### config.mk
export PLATFORM = sky130hd
export DESIGN_NAME = acc4_core
export DESIGN_NICKNAME = d
export VERILOG_FILES = /design/src/rtl/acc4_pkg.sv /design/src/rtl/acc4_phase.sv /design/src/rtl/acc4_alu.sv /design/src/rtl/acc4_dest.sv /design/src/rtl/acc4_core.sv
export SDC_FILE = /design/constraint.sdc
export NUM_CORES = 1
export LEC_CHECK = 0
export BUFFER_PORTS_ARGS = -buffer_cell sky130_fd_sc_hd__buf_2
export CAP_MARGIN = 20
export CORE_MARGIN = 5
export CORE_UTILIZATION = 35
export DETAILED_ROUTE_END_ITERATION = 8
export MAX_ROUTING_LAYER = met4
export PLACE_DENSITY_LB_ADDON = 0.12
export SLEW_MARGIN = 30
export SYNTH_ARGS = -nofsm -noshare
export SYNTH_HDL_FRONTEND = slang
export SYNTH_SLANG_ARGS = --single-unit
### constraint.sdc
create_clock -name clk -period 3.4 [get_ports clk]
set_clock_uncertainty 0.2 [all_clocks]
set_input_delay 0.51 -clock clk [delete_from_list [all_inputs] [get_ports clk]]
set_output_delay 0.51 -clock clk [all_outputs]
set_load 0.02 [all_outputs]
### src/rtl/acc4_pkg.sv
package acc4_pkg;
  localparam int NW    = 4;
  localparam int BYTEW = 2 * NW;
  localparam int NPH   = 4;
  localparam int PHW   = $clog2(NPH);

  typedef enum logic [NW-1:0] {
    OP_LD  = 4'h0, OP_STR = 4'h1, OP_SEI = 4'h2, OP_LML = 4'h3,
    OP_JMP = 4'h4, OP_JC  = 4'h5, OP_JZ  = 4'h6, OP_LDR = 4'h7,
    OP_ADD = 4'h8, OP_SUB = 4'h9, OP_ADC = 4'hA, OP_SUC = 4'hB,
    OP_OR  = 4'hC, OP_AND = 4'hD, OP_XOR = 4'hE, OP_LMH = 4'hF
  } op_e;

  localparam logic [PHW-1:0] PH_T0 = 2'd0;
  localparam logic [PHW-1:0] PH_T1 = 2'd1;
  localparam logic [PHW-1:0] PH_T2 = 2'd2;
  localparam logic [PHW-1:0] PH_T3 = 2'd3;

  // packed MSB first: imm lands on output bit 7, mar on bit 4
  typedef struct packed {
    logic imm;
    logic jmp;
    logic wr;
    logic mar;
  } req_t;
endpackage

### src/rtl/acc4_phase.sv
module acc4_phase
  import acc4_pkg::*;
(
  input  logic           clk,
  input  logic           rst_n,
  output logic [PHW-1:0] ph
);
  always_ff @(posedge clk or negedge rst_n) begin
    if (!rst_n) ph <= PH_T0;
    else if (ph == PHW'(NPH - 1)) ph <= PH_T0;
    else ph <= ph + 1'b1;
  end
endmodule

### src/rtl/acc4_alu.sv
module acc4_alu
  import acc4_pkg::*;
(
  input  op_e           op,
  input  logic [NW-1:0] acc,
  input  logic          cin,
  input  logic [NW-1:0] din,
  output logic [NW-1:0] acc_n,
  output logic          cy_n
);
  logic [NW-1:0] opb;
  logic          c0;
  logic [NW:0]   sum;

  always_comb begin
    opb = din;
    c0  = 1'b0;
    unique case (op)
      OP_SUB:  begin opb = ~din; c0 = 1'b1; end
      OP_SUC:  begin opb = ~din; c0 = cin;  end
      OP_ADC:  c0 = cin;
      default: ;
    endcase
    sum = {1'b0, acc} + {1'b0, opb} + {{NW{1'b0}}, c0};
  end

  always_comb begin
    acc_n = acc;
    cy_n  = cin;
    unique case (op)
      OP_LD:  acc_n = din;
      OP_ADD, OP_SUB, OP_ADC, OP_SUC: begin
        acc_n = sum[NW-1:0];
        cy_n  = sum[NW];
      end
      OP_OR:  acc_n = acc | din;
      OP_AND: acc_n = acc & din;
      OP_XOR: acc_n = acc ^ din;
      default: ;
    endcase
  end
endmodule

### src/rtl/acc4_dest.sv
module acc4_dest
  import acc4_pkg::*;
#(
  parameter int NIBS = 3
) (
  input  logic               clk,
  input  logic               rst_n,
  input  logic               we,
  input  logic [NW-1:0]      din,
  output logic [NIBS*NW-1:0] tgt
);
  localparam int PW = $clog2(NIBS);
  logic [PW-1:0] ptr;

  always_ff @(posedge clk or negedge rst_n) begin
    if (!rst_n) ptr <= '0;
    else if (we) ptr <= (ptr == PW'(NIBS - 1)) ? '0 : ptr + 1'b1;
  end

  for (genvar g = 0; g < NIBS; g++) begin : g_nib
    always_ff @(posedge clk or negedge rst_n) begin
      if (!rst_n) tgt[g*NW +: NW] <= '0;
      else if (we && ptr == PW'(g)) tgt[g*NW +: NW] <= din;
    end
  end
endmodule

### src/rtl/acc4_core.sv
module acc4_core
  import acc4_pkg::*;
#(
  parameter int TGT_NIBS = 3
) (
  input  logic             clk,
  input  logic             rst_n,
  input  logic [NW-1:0]    bus_in,
  input  logic             periph_hit,
  output logic [BYTEW-1:0] bus_out
);
  localparam int TGT_W = TGT_NIBS * NW;

  logic [PHW-1:0]   ph;
  logic [NW-1:0]    ir;
  op_e              op;
  logic [NW-1:0]    rr, rr_n;
  logic             cy, cy_n;
  logic [BYTEW-1:0] mab, mab_n;
  logic [TGT_W-1:0] dr;
  req_t             req_q, req_n;
  logic             imm_q;
  logic             commit, is_jump, dr_we;
  logic [NW-1:0]    src;
  logic [BYTEW-1:0] db0, db1;

  acc4_phase u_phase (.clk(clk), .rst_n(rst_n), .ph(ph));

  always_ff @(posedge clk or negedge rst_n) begin
    if (!rst_n) ir <= '0;
    else if (ph == PH_T0) ir <= bus_in;
  end

  assign op     = op_e'(ir);
  assign commit = (ph == PH_T1);
  assign imm_q  = req_q.imm;
  assign src    = imm_q ? bus_in : rr;

  acc4_alu u_alu (
    .op(op), .acc(rr), .cin(cy), .din(bus_in), .acc_n(rr_n), .cy_n(cy_n)
  );

  assign dr_we = commit && (op == OP_LDR);

  acc4_dest #(.NIBS(TGT_NIBS)) u_dest (
    .clk(clk), .rst_n(rst_n), .we(dr_we), .din(src), .tgt(dr)
  );

  always_comb begin
    mab_n = mab;
    if (op == OP_LML) mab_n[NW-1:0] = src;
    if (op == OP_LMH) mab_n[BYTEW-1:NW] = src;
  end

  always_comb begin
    is_jump   = (op == OP_JMP) || (op == OP_JC) || (op == OP_JZ);
    req_n     = '0;
    req_n.mar = (op == OP_LML) || (op == OP_LMH);
    req_n.wr  = (op == OP_STR) && !periph_hit;
    req_n.jmp = (op == OP_JMP) || (op == OP_JC && cy) ||
                (op == OP_JZ && rr == '0);
    req_n.imm = (op == OP_SEI) || (op == OP_LDR && imm_q);
  end

  always_ff @(posedge clk or negedge rst_n) begin
    if (!rst_n) begin
      rr    <= '0;
      cy    <= 1'b0;
      mab   <= '0;
      req_q <= '0;
    end else if (commit) begin
      rr    <= rr_n;
      cy    <= cy_n;
      mab   <= mab_n;
      req_q <= req_n;
    end
  end

  assign db0 = is_jump ? dr[BYTEW-1:0] : mab_n;
  assign db1 = {req_q, req_q.jmp ? dr[TGT_W-1 -: NW] : rr};

  always_comb begin
    unique case (ph)
      PH_T0:   bus_out = '0;
      PH_T1:   bus_out = db0;
      default: bus_out = db1;
    endcase
  end
endmodule

==> results.md <==
* Syn Std Cell Area at approximately 0.0025 mm²
* Comb pwr share at 29.1%
* Synth warnings at 0
* Post-Place Worst Slack at 0.6749 ns
* Initial core utilization at a little over a third
* Failing checks: negative hold slack
* Final Instance Count excl. Fillers at between 300 and 400
* Root Buffer: clkbuf_8
* Max Cap Viol at 0
* Seq pwr share at between 40% and 50%
* Ports at 15
* Final total power at approximately 1.2 mW
* Pleak at about 1.2 nW
* Cell taking the most area after synthesis: dfrtp_1
* Setup TNS at 0 ns
* Final min period at 2.961 ns
* DRT iter0 DRCs at 70
* Hold Crit Class: input port to async pin
* Hold Buf Count CTS at 0
* Clock power share at 25.1%
* Main synth FF type: dfrtp_1
* Worst skew pair latency at 0.29 ns
* Routability cong. at 0.8794
* Rows at 30
* Pint at slightly below 0.8 mW
* Overflow after GRT at 0
* Pwr dens at around 440 mW/mm²
* Crit path kind: flop to output port
* CP max FO at 12
* Arr. time, crit path at 2.25 ns
* Number of synthesized flops with an enable pin at 0
* Met2 wire len at about 3200 µm
* Final Max Slew Viols at 0
* Switching share of power at about a third
* CTS tree: yes
* Sw power at 0.4286 mW
* Most frequent cells in the layout: dfrtp_1 (37), o21ai_0 (32), nand2_1 (21), a21oi_1 (21), inv_1 (18)
* Post-synthesis sequential area ratio at 37.00%
* Synth Register Bits at 37
* Die extent in y at ~95 µm
* Largest cells by area after synthesis: dfrtp_1 (37%), ha_1 (7.0%), o21ai_0 (6.4%), a21oi_1 (4.2%), mux2_2 (4.1%)
* Cells after Synth at roughly 280
* Dpl cells at ~380
* Width of the die at between 90 and 100 µm
* Tot GR Track Use at between 10% and 20%
* CTS buffer count at 5
* Final nets at between 300 and 400
* Fin area at around 0.0028 mm²
* Average wire per standard cell at between 15 and 20 µm
* Share of the synthesized area in the top cell type at 37.00%
* Layout area overhead at 10.15%
* Setup violators final at 0
* Vias in the first global route at a little under 2k
* Synth unique cells at between 40 and 50
* Number of diodes at 0
* Post-DP HPWL at approximately 4900 µm
* Slew headroom at about half
* Type of element capturing the critical path: output port
* Via count at roughly 2.0k
* Reg clk slew, reported paths at roughly 0.08 ns
* Commonest non-fill, non-tap cell in the layout: dfrtp_1
* Final antenna-violating net count at 0
* Mean post-synth cell area at 9.034 µm²
* H-tree depth at 2
* Syn Nets at 300
* RSZ-0062 raised after global routing: no
* Critical path required time at 2.69 ns
* Worst hold margin at -0.01586 ns
* DR vias/cell at between 5 and 6
* Drt drc at 0
* Largest net degree at the start of global routing at 38
* DRT Pass-1 Iters at 4
* Max Root-Sink Buffers at 2
* Top sig layer: met4
* WL met1 at 3242 µm
* Reg2reg setup slack at about 0.64 ns
* Async SR Flop Fraction at 100.0%
* Status: finished, violations left
* Clock Sinks at 37
* Core ar. at 0.006869 mm²
* Final wirelength at approximately 6800 µm
* First-pass GRT wire length at roughly 11000 µm
* Max frequency at about 340 MHz
* DIE AREA at slightly below 0.009 mm²
* Final hold violations at 27
* Number of setup buffers added after CTS at 0
* Post-DP Area at between 0.002 and 0.003 mm²
* Final WS setup at about 0.44 ns
* Final Util at approximately two fifths
* Actual slew at the worst max-slew pin at 0.7530 ns
* Final period utilization at 87.10%
* I/O Buffers at 14
* Layout cell share with drive strength beyond 1 at between 10 and 15%
* Post-CTS resize count at 0
* Antenna violations before repair at 0
* Startpoint types: flop
* Met3 WL at 247 µm
* Worst VDD drop at about 0.00022 V
## worst max-delay path, cell delays in order (launching register included)
cell	delay [ns]
dfrtp_1	0.55
buf_4	0.27
and2_1	0.47
o221ai_1	0.17
o21ai_0	0.12
a32o_1	0.21
buf_2	0.17
## synthesized netlist by cell type, types with 3 or more instances
cell and instances:
nor2b_1 8, a32o_1 6, mux2i_1 4, buf_1 3, mux2_2 9, a21o_1 5, dfrtp_1 37, o31ai_1 3
xnor2_1 4, clkbuf_1 7, nor2_1 17, o22ai_1 8, ha_1 14, a22oi_1 5, nand2_1 21, o221ai_1 4
inv_1 18, and2_1 3, a21oi_1 21, buf_2 4, o21ai_0 32, nand2b_1 13
## final timing paths
| check | start | to | cells after the start |
|---|---|---|---|
| hold / removal | rst_n | u_phase.ph[0] | 1 |
| setup reg to reg | ir[0] | rr[2] | 8 |
| min in group clk | mab[4] | mab[4] | 2 |
| hold reg to reg | mab[4] | mab[4] | 2 |
| setup / recovery | ir[1] | bus_out[0] | 6 |
| max in group asynchronous | rst_n | u_dest.tgt[8] | 1 |
## power by group through the flow
| stage | Clock, mW | Sequential [mW] | Combinational [mW] |
|---|---|---|---|
| after floorplan | 0 | 0.538 | 0.258 |
| after global placement | 0 | 0.565 | 0.355 |
| after global routing | 0.337 | 0.567 | 0.400 |
| final | 0.305 | 0.557 | 0.353 |
| after detailed placement | 0 | 0.565 | 0.356 |
| after CTS | 0.318 | 0.556 | 0.356 |
## routing by layer
layer | global-route usage (%) | vias to the layer above
met2 | 26.12 | 41
met4 | 4.567 | 0
met5 | - | -
met1 | 22.36 | 973
li1 | - | 1012
met3 | 3.028 | 6
## final cells by class
type	count	area, µm²
Clock inverter	1	8.758
Inverter	18	67.56
Clock buffer	6	72.57
Fill cell	729	4113
Tap cell	96	120.1
Multi-Input combinational cell	206	1436
Sequential cell	37	925.9
Timing Repair Buffer	21	125.1
## registers in the layout, indices dropped and copies added (netlist names)
register	cells
mab	8
imm_q	1
u_dest.tgt	12
db1	3
ir	4
cy	1
u_phase.ph	2
rr	4
u_dest.ptr	2
## kinds of logic (layout without fill, tap and decap cells)
group / after synthesis / count (layout) / share of synthesized area, %
adder cells (fa/ha/maj): 16 / 16 / 8.600
AND/OR/NAND/NOR: 78 / 78 / 17.80
flip-flops: 37 / 37 / 37.00
XOR/XNOR: 5 / 5 / 1.750
buffers and inverters: 34 / 46 / 5.600
AO/OA/AOI/OAI: 94 / 94 / 23.60
multiplexers: 13 / 13 / 5.650
No activity file was read; power rests on OpenSTA's default activity.
